[config.mk]
export PLATFORM = sky130hd
export DESIGN_NAME = edge_capture_chan
export DESIGN_NICKNAME = d
export VERILOG_FILES = /design/src/rtl/capch_pkg.sv /design/src/rtl/capch_sync.sv /design/src/rtl/capch_prescale.sv /design/src/rtl/capch_latch.sv /design/src/rtl/edge_capture_chan.sv
export SDC_FILE = /design/constraint.sdc
export NUM_CORES = 1
export LEC_CHECK = 0
export BUFFER_PORTS_ARGS = -buffer_cell sky130_fd_sc_hd__buf_2
export CAP_MARGIN = 20
export CORE_ASPECT_RATIO = 0.6
export CORE_MARGIN = 1
export CORE_UTILIZATION = 48
export CTS_BUF_LIST = sky130_fd_sc_hd__clkbuf_4 sky130_fd_sc_hd__clkbuf_8 sky130_fd_sc_hd__clkbuf_16
export DETAILED_ROUTE_END_ITERATION = 16
export GPL_TIMING_DRIVEN = 0
export PLACE_DENSITY = 0.94
export SKIP_LAST_GASP = 1
export SLEW_MARGIN = 15
export SYNTH_ARGS = -nofsm -noshare
export SYNTH_HDL_FRONTEND = slang
export SYNTH_HIERARCHICAL = 1
export SYNTH_SLANG_ARGS = --single-unit
[constraint.sdc]
create_clock -name clk -period 4.5 [get_ports clk]
set_input_delay 0.225 -clock clk [delete_from_list [all_inputs] [get_ports clk]]
set_output_delay 0.225 -clock clk [all_outputs]
set_load 0.05 [all_outputs]
[src/rtl/capch_pkg.sv]
`timescale 1ns/1ps
package capch_pkg;
  localparam int REG_W  = 32;
  localparam int PSC_W  = 8;
  localparam int CFG_W  = PSC_W + 4;   // enable, two edge bits, divider, invert
  localparam int SW_BIT = CFG_W;       // write-only trigger just above the stored bits

  typedef struct packed {
    logic             inv;
    logic [PSC_W-1:0] psc;
    logic             on_rise;
    logic             on_fall;
    logic             en;
  } cfg_t;

  function automatic cfg_t cfg_from_word(input logic [REG_W-1:0] w);
    return cfg_t'(w[CFG_W-1:0]);
  endfunction

  function automatic logic [REG_W-1:0] cfg_to_word(input cfg_t c);
    return {{(REG_W-CFG_W){1'b0}}, c};
  endfunction

  function automatic logic psc_terminal(input logic [PSC_W-1:0] cnt,
                                        input logic [PSC_W-1:0] lim);
    return cnt == lim;
  endfunction

  function automatic logic [PSC_W-1:0] psc_next(input logic [PSC_W-1:0] cnt,
                                                input logic [PSC_W-1:0] lim);
    return psc_terminal(cnt, lim) ? '0 : cnt + 1'b1;
  endfunction
endpackage

[src/rtl/capch_sync.sv]
`timescale 1ns/1ps
module capch_sync #(
  parameter int STAGES = 2
) (
  input  logic clk,
  input  logic rst_n,
  input  logic d,
  output logic q
);
  logic [STAGES-1:0] chain;

  generate
    for (genvar i = 0; i < STAGES; i++) begin : g_stage
      if (i == 0) begin : g_first
        always_ff @(posedge clk or negedge rst_n)
          if (!rst_n) chain[0] <= 1'b0;
          else        chain[0] <= d;
      end else begin : g_next
        always_ff @(posedge clk or negedge rst_n)
          if (!rst_n) chain[i] <= 1'b0;
          else        chain[i] <= chain[i-1];
      end
    end
  endgenerate

  assign q = chain[STAGES-1];
endmodule

[src/rtl/capch_prescale.sv]
`timescale 1ns/1ps
module capch_prescale
  import capch_pkg::*;
(
  input  logic             clk,
  input  logic             rst_n,
  input  logic             clr,
  input  logic             lvl_rise,
  input  logic             lvl_fall,
  input  logic [PSC_W-1:0] lim,
  output logic             div_rise,
  output logic             div_fall
);
  logic [PSC_W-1:0] cnt;
  logic             gate;

  // divided signal rises on the terminal rising edge, falls with the input
  assign div_rise = lvl_rise & psc_terminal(cnt, lim);
  assign div_fall = lvl_fall & gate;

  always_ff @(posedge clk or negedge rst_n) begin
    if (!rst_n) begin
      cnt  <= '0;
      gate <= 1'b0;
    end else if (clr) begin
      cnt  <= '0;
      gate <= 1'b0;
    end else begin
      if (lvl_rise) begin
        cnt <= psc_next(cnt, lim);
        if (psc_terminal(cnt, lim)) gate <= 1'b1;
      end
      if (lvl_fall) gate <= 1'b0;
    end
  end
endmodule

[src/rtl/capch_latch.sv]
`timescale 1ns/1ps
module capch_latch #(
  parameter int TW = 32
) (
  input  logic          clk,
  input  logic          rst_n,
  input  logic          sw_fire,
  input  logic          edge_fire,
  input  logic          edge_is_rise,
  input  logic [TW-1:0] timer,
  output logic [TW-1:0] cap_val,
  output logic          cap_evt,
  output logic          cap_pol
);
  always_ff @(posedge clk or negedge rst_n) begin
    if (!rst_n) begin
      cap_val <= '0;
      cap_evt <= 1'b0;
      cap_pol <= 1'b0;
    end else begin
      cap_evt <= sw_fire | edge_fire;
      if (sw_fire) begin
        cap_val <= timer;
        cap_pol <= 1'b0;
      end else if (edge_fire) begin
        cap_val <= timer;
        cap_pol <= edge_is_rise;
      end
    end
  end
endmodule

[src/rtl/edge_capture_chan.sv]
`timescale 1ns/1ps
module edge_capture_chan
  import capch_pkg::*;
#(
  parameter int TIMER_W     = 32,
  parameter int SYNC_STAGES = 2
) (
  input  logic               clk,
  input  logic               rst_n,
  input  logic               cfg_wr,
  input  logic [REG_W-1:0]   cfg_wdata,
  output logic [REG_W-1:0]   cfg_rdata,
  input  logic               sig_in,
  input  logic [TIMER_W-1:0] timer_val,
  output logic [TIMER_W-1:0] cap_val,
  output logic               cap_evt,
  output logic               cap_pol
);
  cfg_t cfg_q;
  logic sig_sync, cond, cond_q;
  logic lvl_rise, lvl_fall, psc_clr;
  logic div_rise, div_fall;
  logic edge_hit, sw_trig, cap_fire;

  always_ff @(posedge clk or negedge rst_n)
    if (!rst_n)      cfg_q <= '0;
    else if (cfg_wr) cfg_q <= cfg_from_word(cfg_wdata);

  assign cfg_rdata = cfg_to_word(cfg_q);

  capch_sync #(.STAGES(SYNC_STAGES)) u_sync (
    .clk(clk), .rst_n(rst_n), .d(sig_in), .q(sig_sync)
  );

  assign cond = sig_sync ^ cfg_q.inv;

  always_ff @(posedge clk or negedge rst_n)
    if (!rst_n) cond_q <= 1'b0;
    else        cond_q <= cond;

  assign lvl_rise = cond & ~cond_q;
  assign lvl_fall = ~cond & cond_q;
  assign psc_clr  = cfg_wr | ~cfg_q.en;

  capch_prescale u_psc (
    .clk(clk), .rst_n(rst_n), .clr(psc_clr),
    .lvl_rise(lvl_rise), .lvl_fall(lvl_fall), .lim(cfg_q.psc),
    .div_rise(div_rise), .div_fall(div_fall)
  );

  assign edge_hit = cfg_q.en & ((cfg_q.on_rise & div_rise) | (cfg_q.on_fall & div_fall));
  assign sw_trig  = cfg_wr & cfg_wdata[SW_BIT];
  assign cap_fire = sw_trig | edge_hit;

  capch_latch #(.TW(TIMER_W)) u_latch (
    .clk(clk), .rst_n(rst_n),
    .sw_fire(sw_trig), .edge_fire(edge_hit), .edge_is_rise(div_rise),
    .timer(timer_val),
    .cap_val(cap_val), .cap_evt(cap_evt), .cap_pol(cap_pol)
  );
endmodule

==> reports/qor.yml, run 1 <==
multi_input_area_um2: 977
critPathSlowestCell: "nor3_2"
core-area_um2: 5100
hold_viol_final: 0
synth_mux_area_share_pct: 20.6
die_w_um: 96.4
synth_xor_area_share_pct: 5.11
placed_cells: 363
fin_worst_skew_ps: 3.91
ctsLongestPathBuffers: 2
grt_pass1_wl_um: 8060
reg2reg_slack_ps: 1790
synth_cells: 184
slew_headroom_pct: 52.6
path_max_fanout: 10
rr_worst_depth: 9
cp.required_ps: 4710
p_leak_nw: 1.73
r2r-start: "cfg_rdata[11]"
cts_setup_buffers: 0
die_area_um2: 5660
layout_common_cells: "94 x buf_2, 58 x dfrtp_1, 34 x mux2_2"
grt_pass1_vias: 1744
grt_usage_pct: 19.8
synth_top_area_share_pct: 56.5
cts_tree: "built"
clk_latency_ps: 330
slew_viol_final: 0
ant_nets: 0
path_class: "flop to flop"
overflow: 0
drtIter0Drc: 23
fin_nets: 379
tightestPinTransition_ps: 712
drc: 0
drtPass1Iterations: 4
clock.fmax_mhz: 369
cts.sinks: 58
synthAdderAreaFrac_pct: 0.487
synth_area_um2: 2570
placed_area_um2: 3200
synth_cell_types: 31
synthToLayoutAreaGrowth_pct: 33.9
ff_latch_area_um2: 1450
cpPeakStageDelay_ps: 520
numCtsBuffers: 9
layout_min_cycle_time_ps: 2710
routed_wirelength_um: 5030
whs_ps: 125
via_per_inst: 4.61
p_per_area_nw_per_um2: 458
fp-row-count: 20
status: "finished clean"
final_cells: 381
syn_area_per_cell_um2: 14.0
drive_above_1_share_pct: 57.8
start_util_pct: 50.3
routedWlPerCell_um: 13.2
synth_top_family_by_area: "multiplexers"
peakVddDrop_mv: 0.297
ys_seq_elements: 58
cp-start-kind: "flop"
synth-compound-area-share_pct: 2.83
rsz0062_at_grt: "no"
place_congestion: 0.854
yosys.area.top_type: "dfrtp_1"
crit_chain: "xnor2_1 > nor2_1 > inv_1 > nor3_2 > a22oi_1 > nor2b_1 > nor2_4 > buf_6 > mux2_4"
io_pins: 134
num-fill-cells: 383
ctsHtreeMaxLevel: 3
clk_pin_slew_ps: 60
die_h_um: 58.7
final_common_cell: "buf_2"
dp_hpwl_um: 3730
synthTopCellsByArea: "dfrtp_1 57%, mux2_2 15%, buf_4 5.8%"
cts_root_buffer: "clkbuf_8"
reg2reg_to: "u_latch/cap_val[2]"
fin_area_um2: 3440
grt_max_degree: 59
drv_cap: 0
seq_area_frac_synth_pct: 56.5
critPathArrivalTime_ps: 2930
fin_util_pct: 67.4
antenna_cells: 0
min_to: "cfg_rdata[1]"
min_path_type: "input pin to flop"
worstHoldPathCells: 2
finalSetupViolations: 0
cts_resized: 0
yosys_warnings: 6
antenna_found_initial: 0
hp-start: "cfg_wdata[1]"
via_count: 1757
critPathCaptureType: "flop"
tns_ps: 0
finalCritPeriodShare_pct: 60.3
portBuffers: 94
synthSimpleGateAreaFrac_pct: 6.14
[report_power, final]
part	internal, W	leakage, nW	total, W	switching [W]
logic	0.000128	0.912	0.000436	0.000308
clock network	0.000331	0.113	0.000527	0.000196
registers	0.000579	0.704	0.000612	0.0000332
total	0.00104	1.73	0.00157	0.000537
[registers in the layout, summed over array words and instances (netlist names)]
name             flops
u_sync/q             1
cond_q               1
u_psc/cnt            8
u_latch/cap_evt      1
u_sync/chain         1
u_latch/cap_val     32
cfg_rdata           12
u_psc/gate           1
u_latch/cap_pol      1
[metal layers]
layer	global-route usage, %	vias up	routed length, µm
li1	-	847	-
met1	22.5	832	2150
met2	34.6	78	2470
met3	9.04	0	406
met4	4.41	0	0
met5	0	-	0
[final cells by class]
class | instances | area share [%]
plain buffers | 25 | 5.82
clock buffers | 11 | 4.22
clock inverters | 5 | 2.26
inverters | 3 | 0.328
multi-input cells | 117 | 28.4
flip-flops and latches | 58 | 42.2
well taps | 66 | 2.40
repair buffers | 96 | 14.3
[cell usage after synthesis]
cell,instances
a22oi_1,1
nand2_1,4
inv_1,3
conb_1,1
buf_6,4
nor3_2,1
a32o_1,2
nand2b_2,1
xnor2_1,12
dfrtp_1,58
a22o_1,1
or2_1,1
buf_4,20
o21ai_0,1
mux2_4,9
nand4_1,2
and2_1,3
o21a_1,1
xor2_1,3
nor3_1,7
mux2i_1,1
and3_1,1
nor2b_1,1
ha_1,1
o2111ai_2,1
nand3_1,1
buf_2,1
nor2_4,1
mux2_2,34
o2111ai_1,1
nor2_1,6
[worst max-delay path, delay by kind of cell (launching register included)]
| kind | cells | cell delay, ps |
|---|---|---|
| AOI/OAI and AO/OA | 1 | 190 |
| xor gates and xnor gates | 1 | 170 |
| DFF | 1 | 410 |
| buffers and inverters | 2 | 310 |
| and+or+nand+nor | 4 | 1220 |
| muxes | 1 | 300 |
[timing repair]
action | 4_1_cts | 5_1_grt
hold buffers | 2 | 0
hold endpoints to repair | 59 | 0
endpoints found under the setup margin | 0 | 0
[logic make-up after synthesis]
family | count (synthesis)
xor+xnor | 15
flops | 58
compound gates | 8
mux | 44
simple gates | 29
other cells | 1
buf+inv | 28
fa+ha+maj | 1
[stage by stage]
stage	total power, W	setup WS [ps]
after floorplan	0.000949	1900
after global placement	0.00105	1870
after detailed placement	0.00106	1780
after CTS	0.00159	1770
after global routing	0.00166	1580
final	0.00157	1790
[how the worst max path moves through the flow]
stage | start | end | slack (ps) | depth (start not counted)
2_1_floorplan | cfg_rdata[11] | u_latch/cap_val[2] | 1900 | 9
3_3_place_gp | cfg_rdata[11] | u_latch/cap_val[3] | 1870 | 9
3_5_place_dp | cfg_rdata[11] | u_latch/cap_val[2] | 1780 | 9
4_1_cts | cfg_rdata[11] | u_latch/cap_val[2] | 1770 | 9
5_1_grt | cfg_rdata[11] | u_latch/cap_val[2] | 1580 | 9
6_report | cfg_rdata[11] | u_latch/cap_val[2] | 1790 | 9
(Power assumes the default switching activity.)
==> run 2, diff against run 1 <==
Settings changed: ABC_AREA from default to 1, CORE_UTILIZATION 48 to 46, PLACE_DENSITY 0.94 to 0.9.
Clock period 4.5 ns to 2.6 ns, I/O delays scaled along.
==> reports/qor.yml, run 2 <==
ys_seq_elements: 58
peakVddDrop_mv: 0.415
layout_min_cycle_time_ps: 2330
top_register: "u_latch/cap_val"
layout_common_cells: "138 x nand2_1, 96 x buf_2, 58 x dfrtp_1"
routed_wirelength_um: 6460
critPathSlowestCell: "a21boi_1"
drv_cap: 0
p_sw_share_pct: 34.7
overflow: 0
rr_worst_depth: 11
ant_nets: 0
synth.most_common_cell: "nand2_1"
seq_area_frac_synth_pct: 52.5
drtPass1Iterations: 4
final_cells: 557
start_util_pct: 48.7
critPathArrivalTime_ps: 2600
hold_viol_final: 0
switching_power_w: 0.000927
synth_top_area_share_pct: 52.5
io_pins: 134
p_per_area_nw_per_um2: 705
synth_cells: 332
finalSetupViolations: 0
routedWlPerCell_um: 11.6
critPathTopFamily: "simple AND/OR/NAND/NOR gates"
whs_ps: 9.63
cts.sinks: 58
synth-main-ff-cell: "dfrtp_1"
portBuffers: 94
cp-start-kind: "flop"
drc: 0
intPower_w: 0.00174
synth_area_um2: 2760
crit_top_cell: "nand2_1"
reg2reg_to: "u_latch/cap_val[13]"
synth_cell_types: 24
via_per_inst: 4.43
die_w_um: 102
yosys.area.top_type: "dfrtp_1"
clk_latency_ps: 340
tns_ps: 0
combPwrFrac_pct: 26.3
syn_area_per_cell_um2: 8.33
critPathCaptureType: "flop"
ys_top_cells_by_count: "138 x nand2_1, 58 x dfrtp_1, 30 x o21ai_0"
die_area_um2: 6330
crit_chain: "inv_1 > nand2_1 > nand2_1 > nor2_1 > nand3_2 > inv_1 > nand2_1 > a21boi_1 > clkbuf_2 > o21ai_0 > nand2_1"
slew_viol_final: 0
drtIter0Drc: 119
synthToLayoutAreaGrowth_pct: 37.2
p_seq_share_pct: 39.1
finalCritPeriodShare_pct: 89.5
cts_root_buffer: "clkbuf_8"
synthTopCellsByArea: "dfrtp_1 53%, nand2_1 19%, buf_4 5.4%"
p_leak_nw: 2.18
synth-edff-count: 0
worst-path-buf-inv: 3
reg2reg_slack_ps: 270
path_max_fanout: 10
pwr-share-clk_pct: 34.5
slew_headroom_pct: 52.6
core-area_um2: 5680
rsz0062_at_grt: "no"
numCtsBuffers: 9
via_count: 2465
dp_hpwl_um: 4660
place_congestion: 0.825
cts_tree: "built"
antenna_found_initial: 0
drive_above_1_share_pct: 33.5
yosys_warnings: 6
die_h_um: 62.0
min_path_type: "input pin to flop"
worstHoldPathCells: 3
largest_reg_flops: 32
status: "finished clean"
postSynth.asyncResetShare_pct: 100
fin_nets: 541
hp-start: "timer_val[25]"
clock.fmax_mhz: 430
r2r-start: "cfg_rdata[11]"
cts_setup_buffers: 0
min_to: "u_latch/cap_val[25]"
cp.required_ps: 2870
grt_usage_pct: 21.1
ctsHtreeMaxLevel: 3
antenna_cells: 0
tightestPinTransition_ps: 711
grt_max_degree: 59
ctsLongestPathBuffers: 2
final_common_cell: "nand2_1"
grt_pass1_vias: 2040
cpPeakStageDelay_ps: 470
fin_worst_skew_ps: 7.22
clk_pin_slew_ps: 60
placed_cells: 525
path_class: "flop to flop"
fp-row-count: 21
grt_pass1_wl_um: 9560
-- run 2: what timing repair did --
action / CTS / global route
resized for setup: 0 / 1
setup endpoints to repair: 0 / 33
hold endpoints to repair: 72 / 1
hold buffers: 15 / 1
-- run 2: cells by family (layout without fill, tap and decap cells) --
logic type	count (synthesis)	after routing	share of synthesized area [%]
other	1	20	0.136
AOI/OAI and AO/OA	35	35	6.43
xor gates and xnor gates	8	8	2.53
and+or+nand+nor	173	173	26.0
buffers and inverters	56	182	12.0
DFF	58	58	52.5
adders and majority gates	1	1	0.453
-- run 2: final cells by class --
| type | instances | area, µm² |
|---|---|---|
| sequential | 58 | 1450 |
| clock buffer | 11 | 145 |
| buffer | 31 | 236 |
| timing repair buffer | 110 | 633 |
| fill | 442 | 1880 |
| clock inverter | 5 | 77.6 |
| tap | 80 | 100 |
| inverter | 25 | 93.8 |
| multi-input combinational | 237 | 1050 |
-- run 2: metrics by stage --
| stage | worst slack [ps] | instance area [µm²] | total power, W | utilization [%] |
|---|---|---|---|---|
| after floorplan | 149 | 2840 | 0.00157 | - |
| after global placement | 184 | 3410 | 0.00173 | 60.0 |
| after detailed placement | 52.0 | 3410 | 0.00175 | 60.1 |
| after CTS | 5.95 | 3780 | 0.00269 | 66.6 |
| after global routing | 73.3 | 3790 | 0.00280 | 66.8 |
| final | 273 | 3790 | 0.00267 | 66.8 |
-- run 2: power by group through the flow --
stage / registers [W] / logic, W / clock network, W
after CTS: 0.00104 / 0.000705 / 0.000943
after global routing: 0.00105 / 0.000757 / 0.000991
after detailed placement: 0.00106 / 0.000687 / 0
after global placement: 0.00105 / 0.000676 / 0
final: 0.00105 / 0.000704 / 0.000922
after floorplan: 0.00134 / 0.000221 / 0
-- run 2: how the worst max path moves through the flow --
stage / start / to / slack [ps] / cells after the start
global placement: cfg_rdata[11] / u_latch/cap_val[13] / 180 / 11
floorplan: cfg_rdata[11] / u_latch/cap_val[0] / 150 / 12
finish: cfg_rdata[11] / u_latch/cap_val[13] / 270 / 11
CTS: cfg_rdata[11] / u_latch/cap_val[19] / 6 / 11
detailed placement: cfg_rdata[11] / u_latch/cap_val[18] / 50 / 11
global route: cfg_rdata[11] / u_latch/cap_val[29] / 70 / 11
-- run 2: routing by layer --
layer  wire, µm  global-route usage [%]
met4         38                    5.51
met2       2900                    31.7
met5          0                       0
met3        397                    8.50
met1       3130                    28.6
-- run 2: worst min-delay path, cell delays in order --
cell and delay [ps]:
buf_2 70, o21ai_1 50, nand2_1 50
==> run 3, diff against run 2 <==
Settings changed: PLACE_DENSITY 0.9 to 0.8.
==> reports/qor.yml, run 3 (synthesis results as in run 2) <==
reg2reg_slack_ps: 340
grt_usage_pct: 20.7
min_path_type: "input pin to flop"
cts_setup_buffers: 0
via_count: 2427
core-area_um2: 5680
met1_length_um: 3050
placed_cells: 525
path_max_fanout: 10
highest_layer: "met4"
peakVddDrop_mv: 0.395
ctsLongestPathBuffers: 2
critPathArrivalTime_ps: 2510
critPathSlowestCell: "a21boi_1"
final_common_cell: "nand2_1"
routed_wirelength_um: 6260
fin_worst_skew_ps: 5.83
final_cells: 542
tightestPinTransition_ps: 730
clock.fmax_mhz: 443
cp.required_ps: 2850
cts.sinks: 58
worst-path-buf-inv: 3
whs_ps: 14.6
ant_nets: 0
slew_headroom_pct: 51.3
drtIter0Drc: 103
antenna_found_initial: 0
path_class: "flop to flop"
wl_met2_um: 2780
rsz0062_at_grt: "no"
die_h_um: 62.0
cp-start-kind: "flop"
overflow: 0
slew_viol_final: 0
cts_tree: "built"
layout_common_cells: "138 x nand2_1, 96 x buf_2, 58 x dfrtp_1"
p_leak_nw: 2.12
finalSetupViolations: 0
status: "finished clean"
fp-row-count: 21
grt_pass1_vias: 2188
wl_met3_um: 420
drtPass1Iterations: 5
crit_chain: "inv_1 > nand2_1 > nand2_1 > nor2_1 > nand3_2 > inv_1 > nand2_1 > a21boi_1 > clkbuf_2 > o21ai_0 > nand2_1"
grt_max_degree: 59
io_pins: 134
cpPeakStageDelay_ps: 450
drive_above_1_share_pct: 34.4
via_per_inst: 4.48
grt_pass1_wl_um: 9800
hold_viol_final: 0
p_per_area_nw_per_um2: 709
ctsHtreeMaxLevel: 3
layout_min_cycle_time_ps: 2260
drc: 0
crit_top_cell: "nand2_1"
largest_reg_flops: 32
routedWlPerCell_um: 11.5
critPathTopFamily: "simple AND/OR/NAND/NOR gates"
numCtsBuffers: 9
portBuffers: 94
worst_slack_ps: 345
fin_nets: 527
critPathCaptureType: "flop"
drv_cap: 0
antenna_cells: 0
tns_ps: 0
clk_pin_slew_ps: 60
clk_latency_ps: 320
pre_cts_slack_ps: 141
start_util_pct: 48.7
die_area_um2: 6330
cts_root_buffer: "clkbuf_8"
die_w_um: 102
dp_hpwl_um: 4640
num-fill-cells: 515
synthToLayoutAreaGrowth_pct: 31.6
top_register: "u_latch/cap_val"
finalCritPeriodShare_pct: 86.7
place_congestion: 0.851
[run 3: worst paths after layout]
| path | from | end | cells after the start |
|---|---|---|---|
| hold / removal | cfg_wdata[8] | cfg_rdata[8] | 3 |
| hold reg to reg | u_sync/chain[0] | u_sync/q | 0 |
| max in group asynchronous | rst_n | u_psc/cnt[2] | 2 |
| setup / recovery | cfg_rdata[11] | u_latch/cap_val[2] | 11 |
| min in group asynchronous | rst_n | cfg_rdata[10] | 2 |
| setup reg to reg | cfg_rdata[11] | u_latch/cap_val[2] | 11 |
[run 3: what timing repair did]
| action | 4_1_cts | 5_1_grt |
|---|---|---|
| endpoints found under the setup margin | 0 | 30 |
| endpoints found under the hold margin | 59 | 0 |
| hold buffers | 2 | 0 |
| gates resized for setup | 0 | 1 |
[run 3: final cells by class]
class / count / area, µm² / area share (%)
clock buffers: 13 / 173 / 4.75
well taps: 80 / 100 / 2.75
multi-input cells: 237 / 1050 / 29.0
repair buffers: 96 / 493 / 13.6
plain buffers: 31 / 236 / 6.50
flip-flops and latches: 58 / 1450 / 39.9
clock inverters: 2 / 35.0 / 0.964
inverters: 25 / 93.8 / 2.58
[run 3: per-stage QoR]
| step | cell area (µm²) | total power, W | utilization [%] |
|---|---|---|---|
| after floorplan | 2840 | 0.00157 | - |
| after global placement | 3410 | 0.00173 | 60.0 |
| after detailed placement | 3410 | 0.00175 | 60.1 |
| after CTS | 3640 | 0.00260 | 64.1 |
| after global routing | 3640 | 0.00271 | 64.1 |
| final | 3640 | 0.00258 | 64.1 |
[run 3: worst register-to-register path, delay by kind of cell (launching register included)]
family | cells | cell delay [ps]
and+or+nand+nor | 6 | 680
AOI/OAI and AO/OA | 2 | 600
buffers and inverters | 3 | 520
DFF | 1 | 390
[run 3: where the power goes]
part	leakage (nW)	switching [W]	total, W	internal (W)
registers	0.729	0.0000559	0.00104	0.000989
clock network	0.109	0.000321	0.000846	0.000525
logic	1.28	0.000517	0.000686	0.000169
[run 3: routing by layer]
layer	vias to the layer above	global-route usage, %
met1	1111	28.0
met2	84	33.4
met4	0	4.90
met5	-	0
met3	2	6.26
li1	1230	-
